===== config.mk =====
export PLATFORM = sky130hd
export DESIGN_NAME = crc_frame_unit
export DESIGN_NICKNAME = d
export VERILOG_FILES = /design/src/rtl/crc_frame_pkg.sv /design/src/rtl/crc_word_step.sv /design/src/rtl/crc_tx_path.sv /design/src/rtl/crc_rx_path.sv /design/src/rtl/crc_frame_unit.sv
export SDC_FILE = /design/constraint.sdc
export NUM_CORES = 1
export LEC_CHECK = 0
export CAP_MARGIN = 20
export CORE_UTILIZATION = 50
export DETAILED_ROUTE_END_ITERATION = 16
export MAX_ROUTING_LAYER = met4
export PLACE_DENSITY = 0.71
export SYNTH_ARGS = -nofsm -noshare
export SYNTH_HDL_FRONTEND = slang
export SYNTH_HIERARCHICAL = 1
export SYNTH_SLANG_ARGS = --single-unit

===== constraint.sdc =====
create_clock -name clk_i -period 5.26 [get_ports clk_i]
set_input_delay 0.526 -clock clk_i [delete_from_list [all_inputs] [get_ports clk_i]]
set_output_delay 0.526 -clock clk_i [all_outputs]
set_load 0.03 [all_outputs]

===== src/rtl/crc_frame_pkg.sv =====
package crc_frame_pkg;
  localparam int unsigned WORD_W = 32;
  localparam logic [WORD_W-1:0] CRC_POLY = 32'h04C11DB7;
  localparam logic [WORD_W-1:0] CRC_SEED = 32'h52325032;
  typedef logic [WORD_W-1:0] word_t;
endpackage


===== src/rtl/crc_word_step.sv =====
module crc_word_step #(
  parameter int unsigned W = 32,
  parameter logic [W-1:0] POLY = '0
) (
  input  logic [W-1:0] crc_i,
  input  logic [W-1:0] data_i,
  output logic [W-1:0] crc_o
);
  logic [W-1:0] stage [W+1];

  assign stage[0] = crc_i;

  // one serial LFSR step per data bit, msb first
  for (genvar i = 0; i < W; i++) begin : g_bit
    logic fb;
    assign fb = stage[i][W-1] ^ data_i[W-1-i];
    assign stage[i+1] = {stage[i][W-2:0], 1'b0} ^ ({W{fb}} & POLY);
  end

  assign crc_o = stage[W];
endmodule


===== src/rtl/crc_tx_path.sv =====
module crc_tx_path #(
  parameter int unsigned W = 32,
  parameter logic [W-1:0] POLY = '0,
  parameter logic [W-1:0] SEED = '0
) (
  input  logic         clk_i,
  input  logic         rst_ni,
  input  logic         valid_i,
  input  logic         sof_i,
  input  logic         eof_i,
  input  logic         prim_i,
  input  logic [W-1:0] data_i,
  output logic         valid_o,
  output logic [W-1:0] data_o,
  output logic         last_o
);
  logic [W-1:0] crc_q, crc_base, crc_nxt;
  logic         take, pend_q;

  assign take     = valid_i & ~prim_i;
  assign crc_base = sof_i ? SEED : crc_q;

  crc_word_step #(.W(W), .POLY(POLY)) u_step (
    .crc_i (crc_base),
    .data_i(data_i),
    .crc_o (crc_nxt)
  );

  always_ff @(posedge clk_i or negedge rst_ni) begin
    if (!rst_ni) begin
      crc_q  <= SEED;
      pend_q <= 1'b0;
    end else begin
      if (take) crc_q <= crc_nxt;
      pend_q <= take & eof_i;
    end
  end

  assign valid_o = valid_i | pend_q;
  assign data_o  = pend_q ? crc_q : data_i;
  assign last_o  = pend_q;

  assert_slot_free_R5: assert property (@(posedge clk_i) disable iff (!rst_ni)
    last_o |-> !valid_i);
  assert_crc_single_R5: assert property (@(posedge clk_i) disable iff (!rst_ni)
    last_o |=> !last_o);
  assert_pause_hold_R6: assert property (@(posedge clk_i) disable iff (!rst_ni)
    !valid_i |=> $stable(crc_q));
  assert_prim_hold_R3: assert property (@(posedge clk_i) disable iff (!rst_ni)
    (valid_i && prim_i) |=> ($stable(crc_q) && !last_o));
endmodule


===== src/rtl/crc_rx_path.sv =====
module crc_rx_path #(
  parameter int unsigned W = 32,
  parameter logic [W-1:0] POLY = '0,
  parameter logic [W-1:0] SEED = '0
) (
  input  logic         clk_i,
  input  logic         rst_ni,
  input  logic         valid_i,
  input  logic         sof_i,
  input  logic         eof_i,
  input  logic         prim_i,
  input  logic [W-1:0] data_i,
  output logic         done_o,
  output logic         err_o
);
  logic [W-1:0] crc_q, crc_base, crc_nxt;
  logic         take, chk, done_q, err_q;

  assign take     = valid_i & ~prim_i;
  assign chk      = take & eof_i;
  assign crc_base = sof_i ? SEED : crc_q;

  crc_word_step #(.W(W), .POLY(POLY)) u_step (
    .crc_i (crc_base),
    .data_i(data_i),
    .crc_o (crc_nxt)
  );

  always_ff @(posedge clk_i or negedge rst_ni) begin
    if (!rst_ni) begin
      crc_q  <= SEED;
      done_q <= 1'b0;
      err_q  <= 1'b0;
    end else begin
      if (take && !eof_i) crc_q <= crc_nxt;
      done_q <= chk;
      err_q  <= chk & (data_i != crc_base);
    end
  end

  assign done_o = done_q;
  assign err_o  = err_q;

  assert_err_with_done_R7: assert property (@(posedge clk_i) disable iff (!rst_ni)
    err_o |-> done_o);
  assert_done_after_eof_R7: assert property (@(posedge clk_i) disable iff (!rst_ni)
    !(valid_i && eof_i && !prim_i) |=> !done_o);
  assert_pause_hold_R6: assert property (@(posedge clk_i) disable iff (!rst_ni)
    !valid_i |=> $stable(crc_q));
  assert_prim_hold_R3: assert property (@(posedge clk_i) disable iff (!rst_ni)
    (valid_i && prim_i) |=> $stable(crc_q));
endmodule


===== src/rtl/crc_frame_unit.sv =====
module crc_frame_unit
  import crc_frame_pkg::*;
#(
  parameter int unsigned W = WORD_W,
  parameter logic [W-1:0] POLY = CRC_POLY,
  parameter logic [W-1:0] SEED = CRC_SEED
) (
  input  logic         clk_i,
  input  logic         rst_ni,
  input  logic         tx_valid_i,
  input  logic         tx_sof_i,
  input  logic         tx_eof_i,
  input  logic         tx_prim_i,
  input  logic [W-1:0] tx_data_i,
  output logic         tx_valid_o,
  output logic [W-1:0] tx_data_o,
  output logic         tx_crc_o,
  input  logic         rx_valid_i,
  input  logic         rx_sof_i,
  input  logic         rx_eof_i,
  input  logic         rx_prim_i,
  input  logic [W-1:0] rx_data_i,
  output logic         rx_done_o,
  output logic         rx_err_o
);
  crc_tx_path #(.W(W), .POLY(POLY), .SEED(SEED)) u_tx (
    .clk_i  (clk_i),
    .rst_ni (rst_ni),
    .valid_i(tx_valid_i),
    .sof_i  (tx_sof_i),
    .eof_i  (tx_eof_i),
    .prim_i (tx_prim_i),
    .data_i (tx_data_i),
    .valid_o(tx_valid_o),
    .data_o (tx_data_o),
    .last_o (tx_crc_o)
  );

  crc_rx_path #(.W(W), .POLY(POLY), .SEED(SEED)) u_rx (
    .clk_i  (clk_i),
    .rst_ni (rst_ni),
    .valid_i(rx_valid_i),
    .sof_i  (rx_sof_i),
    .eof_i  (rx_eof_i),
    .prim_i (rx_prim_i),
    .data_i (rx_data_i),
    .done_o (rx_done_o),
    .err_o  (rx_err_o)
  );

  assert_tx_crc_valid_R5: assert property (@(posedge clk_i) disable iff (!rst_ni)
    tx_crc_o |-> tx_valid_o);
endmodule


==> results of run 1 <==
[per-stage QoR]
step	std cells	cell area [sq um]
2_1_floorplan	870	11000
3_3_place_gp	1286	12700
3_5_place_dp	1286	12700
4_1_cts	1302	13000
5_1_grt	1302	13000
6_report	1302	13000
[cells in the mapped netlist (15+ instances only)]
master | n | share of area (%)
xnor2_4 | 18 | 4.5
xnor3_1 | 82 | 17
dfrtp_1 | 45 | 10
mux2_4 | 29 | 3.9
xnor2_2 | 30 | 4.4
nor2_1 | 15 | 0.51
xnor2_1 | 254 | 20
dfstp_2 | 22 | 5.2
or2_2 | 18 | 1.0
nor2b_1 | 43 | 2.4
xor2_1 | 78 | 6.2
mux2_2 | 66 | 6.7
xnor3_2 | 28 | 6.0
[layout make-up]
cell class,count,share of cell area [%]
multi-input cells,771,69.9
well taps,275,2.64
repair buffers,168,11.8
clock buffers,10,1.76
clock inverters,6,0.700
flip-flops and latches,67,13.1
inverters,5,0.144
[final timing paths]
kind | start | end | cells past startpoint
max | rx_sof_i | u_rx/crc_q[8] | 11
min | rst_ni | u_tx/crc_q[23] | 1
max reg2reg | u_rx/crc_q[28] | u_rx/crc_q[8] | 10
min reg2reg | u_tx/crc_q[27] | u_tx/crc_q[27] | 1
max in group asynchronous | rst_ni | u_rx/crc_q[27] | 1
min in group clk_i | u_tx/crc_q[27] | u_tx/crc_q[27] | 1
[layer usage]
layer  track usage (%)  vias up
li1                  -     3240
met3              4.33       28
met5                 -        -
met1              38.8     3332
met2              40.5      209
met4              7.75        0
[kinds of logic (layout without fill, tap and decap cells)]
family                    Yosys count  count (layout)  share of synthesized area, %
xor gates and xnor gates          512             512                          62.0
buffers and inverters              32             189                          2.04
and+or+nand+nor                   124             124                          7.20
AOI/OAI and AO/OA                  40              40                          2.62
DFF                                67              67                          15.4
muxes                              95              95                          10.7
[flip-flops by register name (all words and copies together), names as in the netlist]
signal and cells:
u_tx/crc_q 32, u_tx/last_o 1, u_rx/crc_q 32, u_rx/done_o 1, u_rx/err_o 1
[worst reg2reg max path: stages (launching register included)]
cell,delay [ps]
dfstp_2,370
or2_1,280
xnor2_2,370
xnor3_2,600
xor3_1,600
xnor3_1,450
xnor3_2,360
xnor3_2,520
xor2_2,290
xnor3_1,360
mux2_2,270
==> flow_summary.json, run 1 <==
{
  "status": "completed",
  "met3WireLength_um": 1690,
  "finalHoldViolCount": 0,
  "h-tree-depth": 3,
  "top_layer": "met4",
  "dr.pass1.iters": 5,
  "grt_max_degree": 68,
  "setup_ws_ps": 498,
  "ys_seq_area_share_pct": 15.4,
  "m1WireLength_um": 13700,
  "grt_use_total_pct": 27.4,
  "path_class": "primary input to register",
  "syn_to_final_growth_pct": 18.1,
  "min_period_over_period_pct": 90.5,
  "grt_pass1_wl_um": 43000,
  "slowest_delay_ps": 600,
  "ys_ff_latch": 67,
  "cts_inserted_buffers": 9,
  "layout_commonest_cell": "xnor2_1",
  "path_buf_inv": 1,
  "slew_headroom_pct": 39.1,
  "maxCapViolCount": 0,
  "cts_setup_buffers": 0,
  "rsz0062_at_grt": "false",
  "die-area_sq_mm": 0.0227,
  "place_ws_ps": 178,
  "synth_ff_type": "dfrtp_1",
  "dp_hpwl_um": 23800,
  "viasPerCell": 5.23,
  "crit_required_ps": 5490,
  "fin_crit_ps": 4760,
  "cts_root_buf": "clkbuf_16",
  "rrSetupSlack_ps": 680,
  "globalplace.congestion": 0.982,
  "initial_core_util_pct": 51.7,
  "clock_latency_ps": 340,
  "cts_buffer_depth": 2,
  "fin_nets": 1096,
  "final_cell_mix": "xnor2_1 (254), clkdlybuf4s50_1 (107), xnor3_1 (82), xor2_1 (78), mux2_2 (66)",
  "drtIter0Drc": 440,
  "syn-num-nets": 944,
  "postSynthCellCount": 870,
  "cp_slowest_cell": "xnor3_2",
  "cpLargestDelayFamily": "XOR/XNOR gates",
  "row_count": 53,
  "dr_wl_met2_um": 12700,
  "holdWs_ps": 292,
  "cp_cell_sequence": "buf_2 -> or2_1 -> xnor2_2 -> xnor3_2 -> xor3_1 -> xnor3_1 -> xnor3_2 -> xnor3_2 -> xor2_2 -> xnor3_1 -> mux2_2",
  "avgSynthCellArea_sq_um": 12.7,
  "wl_um": 28700,
  "drc": 0,
  "die_y_um": 151,
  "worst_pin_slew_ps": 914,
  "synth_area_sq_mm": 0.0110,
  "fmax_mhz": 210,
  "grt_pass1_vias": 6871,
  "synth_edf_count": 0,
  "postCtsHoldBufs": 0,
  "crit_top_cell": "xnor3_2",
  "crit_fanout": 28,
  "start_kind": "primary input",
  "core_area_sq_mm": 0.0214,
  "critPathCaptureType": "register",
  "yosysWarningCount": 6,
  "grt-ovfl-total": 0,
  "fin_util_pct": 61.1,
  "cts_tree": "done",
  "die_x_um": 151,
  "postRouteAntennaNets": 0,
  "io_pins": 110,
  "clkTransAtPathRegs_ps": 60,
  "post_cts_resized": 0,
  "tns_ps": 0,
  "antenna_cells": 0,
  "drive_above_1_share_pct": 29.7,
  "wl_per_cell_um": 22.1,
  "io_buffers": 109,
  "crit_arrival_ps": 4990,
  "finalSetupViolations": 0,
  "async_flop_share_pct": 100,
  "vias": 6809,
  "multi_input_area_sq_mm": 0.00911,
  "final-max-slew-violation-count": 0,
  "hold_path_class": "primary input to async pin",
  "ys_types": 54,
  "nFillCells": 1738,
  "clock-sinks": 67,
  "fin_skew_ps": 10.4,
  "antenna_found_initial": 0,
  "seq_area_sq_mm": 0.00170
}
Power of run 1 is not shown: default switching activity piles up to over one toggle a cycle in this logic, so the estimate is an artifact.
==> run 2, diff against run 1 <==
Settings changed: CORE_UTILIZATION 50 to 55, PLACE_DENSITY 0.71 to 0.77.
==> run 2 against run 1 <==
Net effect: critical path depth rose by 1; sequential share of layout area rose by 0.074 points; fmax shrank 0.81%; hold slack improved by 94 ps; via count grew 2.3%; flip-flop and latch count unchanged; final cell count decreased by 1.6%; core utilization rose by 5.1 points; clock-buffer cell count rose by 2; first-iteration DRC count unchanged; register-to-register slack barely moved; largest cell class unchanged; highest routed layer unchanged.
==> flow_summary.json, run 2 (same netlist as run 1, synthesis figures left out) <==
{
  "io_pins": 110,
  "crit_arrival_ps": 5020,
  "rsz0062_at_grt": "false",
  "layout_commonest_cell": "xnor2_1",
  "crit_fanout": 30,
  "die_x_um": 144,
  "cts_tree": "done",
  "maxCapViolCount": 0,
  "crit_required_ps": 5480,
  "h-tree-depth": 3,
  "grt_max_degree": 68,
  "dp_cells": 1265,
  "holdWs_ps": 386,
  "die_y_um": 144,
  "row_count": 51,
  "slew_headroom_pct": 37.9,
  "grt_pass1_vias": 7158,
  "critPathCaptureType": "register",
  "vias": 6964,
  "final_cell_mix": "xnor2_1 (254), clkdlybuf4s50_1 (107), xnor3_1 (82), xor2_1 (78), mux2_2 (66)",
  "wl_per_cell_um": 22.3,
  "io_buffers": 109,
  "tns_ps": 0,
  "initial_core_util_pct": 56.3,
  "path_class": "primary input to register",
  "cts_setup_buffers": 0,
  "reg2reg_to": "u_rx/crc_q[11]",
  "fin_crit_ps": 4800,
  "post_cts_resized": 0,
  "grt_use_total_pct": 30.1,
  "min_period_over_period_pct": 91.3,
  "clock_latency_ps": 340,
  "status": "completed",
  "antenna_found_initial": 0,
  "worst_pin_slew_ps": 931,
  "dr.pass1.iters": 4,
  "drive_above_1_share_pct": 28.8,
  "fin_nets": 1085,
  "grt-ovfl-total": 0,
  "postCtsHoldBufs": 0,
  "postRouteAntennaNets": 0,
  "final_cells": 1281,
  "drtIter0Drc": 440,
  "wl_um": 28600,
  "clkTransAtPathRegs_ps": 50,
  "fin_skew_ps": 11.9,
  "cts_buffer_depth": 2,
  "drc": 0,
  "final-max-slew-violation-count": 0,
  "finalSetupViolations": 0,
  "core_area_sq_mm": 0.0196,
  "hold_path_class": "primary input to async pin",
  "viasPerCell": 5.44,
  "cts_root_buf": "clkbuf_16",
  "cts_inserted_buffers": 9,
  "rrSetupSlack_ps": 690,
  "finalHoldViolCount": 0,
  "fmax_mhz": 208,
  "clock-sinks": 67,
  "top_regs": "u_rx/crc_q x32, u_tx/crc_q x32",
  "antenna_cells": 0,
  "syn_to_final_growth_pct": 17.5,
  "dp_hpwl_um": 23200,
  "r2r_cells": 10,
  "globalplace.congestion": 0.979,
  "grt_pass1_wl_um": 42900,
  "r2r-start": "u_rx/crc_q[28]",
  "start_kind": "primary input",
  "die-area_sq_mm": 0.0206
}
-- run 2: cell types whose count changed in the layout (fill, tap and decap cells not counted) --
cell / change
buf_2: +1
buf_4: -12
bufinv_16: +1
clkbuf_1: +1
clkbuf_8: +1
clkinv_4: -1
clkinvlp_4: -2
-- run 2: routing by layer --
layer	wire length (um)	up-vias	track usage (%)	share of wire, %
met5	0	-	-	0
li1	-	3240	-	-
met2	13500	201	47.6	47
met4	692	0	9.01	2.4
met1	13000	3491	40.4	46
met3	1350	32	3.90	4.7
-- run 2: worst max-delay path by stage --
stage / start / to / slack (ps) / cells past startpoint
floorplan: rx_sof_i / u_rx/crc_q[10] / 530 / 13
global placement: rx_sof_i / u_rx/crc_q[11] / 160 / 12
detailed placement: rx_sof_i / u_rx/crc_q[11] / 160 / 12
CTS: rx_sof_i / u_rx/crc_q[11] / 500 / 12
global route: rx_sof_i / u_rx/crc_q[11] / 320 / 12
finish: rx_sof_i / u_rx/crc_q[11] / 460 / 12
-- run 2: critical path, cell delays in order --
cell and delay (ps):
buf_2 260, buf_4 270, or2_2 310, xnor2_1 340, xnor3_2 510, xor2_4 290
xnor3_1 520, xnor3_2 480, xnor3_2 510, xor2_2 290, xnor3_1 410, mux2_2 280
-- run 2: layout make-up --
cell class / instances / area [sq um]
clock buffer: 12 / 246
clock inverter: 4 / 97.6
fill: 1525 / 6620
inverter: 5 / 18.8
multi-input combinational: 771 / 9110
sequential: 67 / 1700
tap: 265 / 332
timing repair buffer: 157 / 1450
-- run 2: metrics by stage --
step	cell area [sq um]	setup slack (ps)	util, %
after detailed placement	12600	159	64.4
after floorplan	11000	527	-
final	13000	458	66.2
after global routing	13000	315	66.2
after global placement	12600	158	64.4
after CTS	13000	504	66.2
Power of run 2 is left out for the same reason.
==> run 3, diff against run 2 <==
Settings changed: DONT_BUFFER_PORTS set to 1, PLACE_DENSITY 0.77 to 0.7.
==> run 3 against run 2 <==
Net effect: final cell count down 11%; sequential share of layout area up 1.5 points; core utilization is 6.9 points lower; first-iteration DRC count shrank 16%; global-route usage decreased by 0.19 points; setup slack worse by 62 ps; die area is the same; non-clock buffer count decreased by 141; register-to-register slack worse by 290 ps; critical endpoint is now u_rx/crc_q[10]; largest cell class unchanged.
==> flow_summary.json, run 3 (same netlist as run 1, synthesis figures left out) <==
{
  "dp_hpwl_um": 23200,
  "wl_per_cell_um": 25.0,
  "grt_pass1_vias": 6762,
  "globalplace.congestion": 0.947,
  "slew_headroom_pct": 49.5,
  "fin_skew_ps": 7.08,
  "io_buffers": 0,
  "final_cell_mix": "xnor2_1 (254), xnor3_1 (82), xor2_1 (78), mux2_2 (66), dfrtp_1 (45)",
  "rsz0062_at_grt": "false",
  "slowest_delay_ps": 670,
  "clock-sinks": 67,
  "crit_required_ps": 5480,
  "cts_tree": "done",
  "initial_core_util_pct": 56.3,
  "drc": 0,
  "start_kind": "register",
  "hold_path_class": "primary input to async pin",
  "r2r_cells": 10,
  "path_class": "register to register",
  "crit_arrival_ps": 5090,
  "die-area_sq_mm": 0.0206,
  "finalSetupViolations": 0,
  "io_pins": 110,
  "crit_fanout": 7,
  "fin_nets": 944,
  "postRouteAntennaNets": 0,
  "post_cts_resized": 0,
  "clock_latency_ps": 340,
  "antenna_cells": 0,
  "core_area_sq_mm": 0.0196,
  "cts_setup_buffers": 0,
  "fmax_mhz": 206,
  "clkTransAtPathRegs_ps": 60,
  "cts_root_buf": "clkbuf_16",
  "cts_buffer_depth": 2,
  "grt_max_degree": 70,
  "final-max-slew-violation-count": 0,
  "vias": 6474,
  "syn_to_final_growth_pct": 5.25,
  "tns_ps": 0,
  "r2r-start": "u_rx/crc_q[27]",
  "dr.pass1.iters": 5,
  "cp_cell_sequence": "nor2b_1 -> xnor2_4 -> xnor3_2 -> xnor2_2 -> xnor3_2 -> xnor3_1 -> xnor3_1 -> xnor3_2 -> xnor3_1 -> mux2_2",
  "cp_slowest_cell": "xnor3_1",
  "drive_above_1_share_pct": 29.8,
  "grt_pass1_wl_um": 42900,
  "grt_use_total_pct": 29.9,
  "die_x_um": 144,
  "h-tree-depth": 3,
  "fin_crit_ps": 4860,
  "antenna_found_initial": 0,
  "finalHoldViolCount": 0,
  "layout_commonest_cell": "xnor2_1",
  "crit_start": "u_rx/crc_q[27]",
  "die_y_um": 144,
  "nFillCells": 1598,
  "cts_inserted_buffers": 9,
  "grt-ovfl-total": 0,
  "maxCapViolCount": 0,
  "wl_um": 28500,
  "drtIter0Drc": 368,
  "status": "completed",
  "worst_pin_slew_ps": 753,
  "critPathCaptureType": "register",
  "min_period_over_period_pct": 92.5,
  "viasPerCell": 5.68,
  "top_regs": "u_rx/crc_q x32, u_tx/crc_q x32",
  "row_count": 51
}
[run 3: critical path, delay by kind of cell (launching register included)]
kind / cells / cell delay, ps
xor gates and xnor gates: 8 / 3600
DFF: 1 / 490
and+or+nand+nor: 1 / 360
muxes: 1 / 280
[run 3: repair_timing]
action | in CTS | in global routing
endpoints found under the hold margin | 45 | 0
hold buffers | 1 | 0
endpoints found under the setup margin | 0 | 0
[run 3: area by class of cell]
cell class,count,area (sq um),area share (%)
clock buffer,9,225,1.94
timing repair buffer,16,140,1.21
tap,265,332,2.85
multi-input combinational,771,9110,78.4
clock inverter,7,83.8,0.722
inverter,5,18.8,0.162
sequential,67,1700,14.7
[run 3: worst paths after layout]
check | end | slack (ps)
setup reg to reg | u_rx/crc_q[10] | 400
setup / recovery | u_rx/crc_q[10] | 400
min in group clk_i | u_tx/last_o | 310
hold reg to reg | u_tx/crc_q[13] | 540
max in group asynchronous | u_rx/crc_q[16] | 4970
hold / removal | u_tx/crc_q[1] | 30
[run 3: through the flow]
step / hold slack (ps) / instance area (sq um) / instances / util, % / worst slack [ps]
after floorplan: 230 / 11000 / 870 / - / 527
after global placement: 232 / 11300 / 1123 / 57.6 / 453
after detailed placement: 232 / 11300 / 1123 / 57.6 / 390
after CTS: 14.0 / 11600 / 1140 / 59.3 / 433
after global routing: 17.0 / 11600 / 1140 / 59.3 / 313
final: 33.0 / 11600 / 1140 / 59.3 / 397
[run 3: routing by layer]
layer | vias up | GRT usage, % | wire length (um)
met1 | 3322 | 40.5 | 12800
li1 | 2942 | - | -
met2 | 183 | 48.1 | 13800
met3 | 27 | 3.33 | 1440
met5 | - | - | 0
met4 | 0 | 7.05 | 508
Power of run 3 is left out for the same reason.
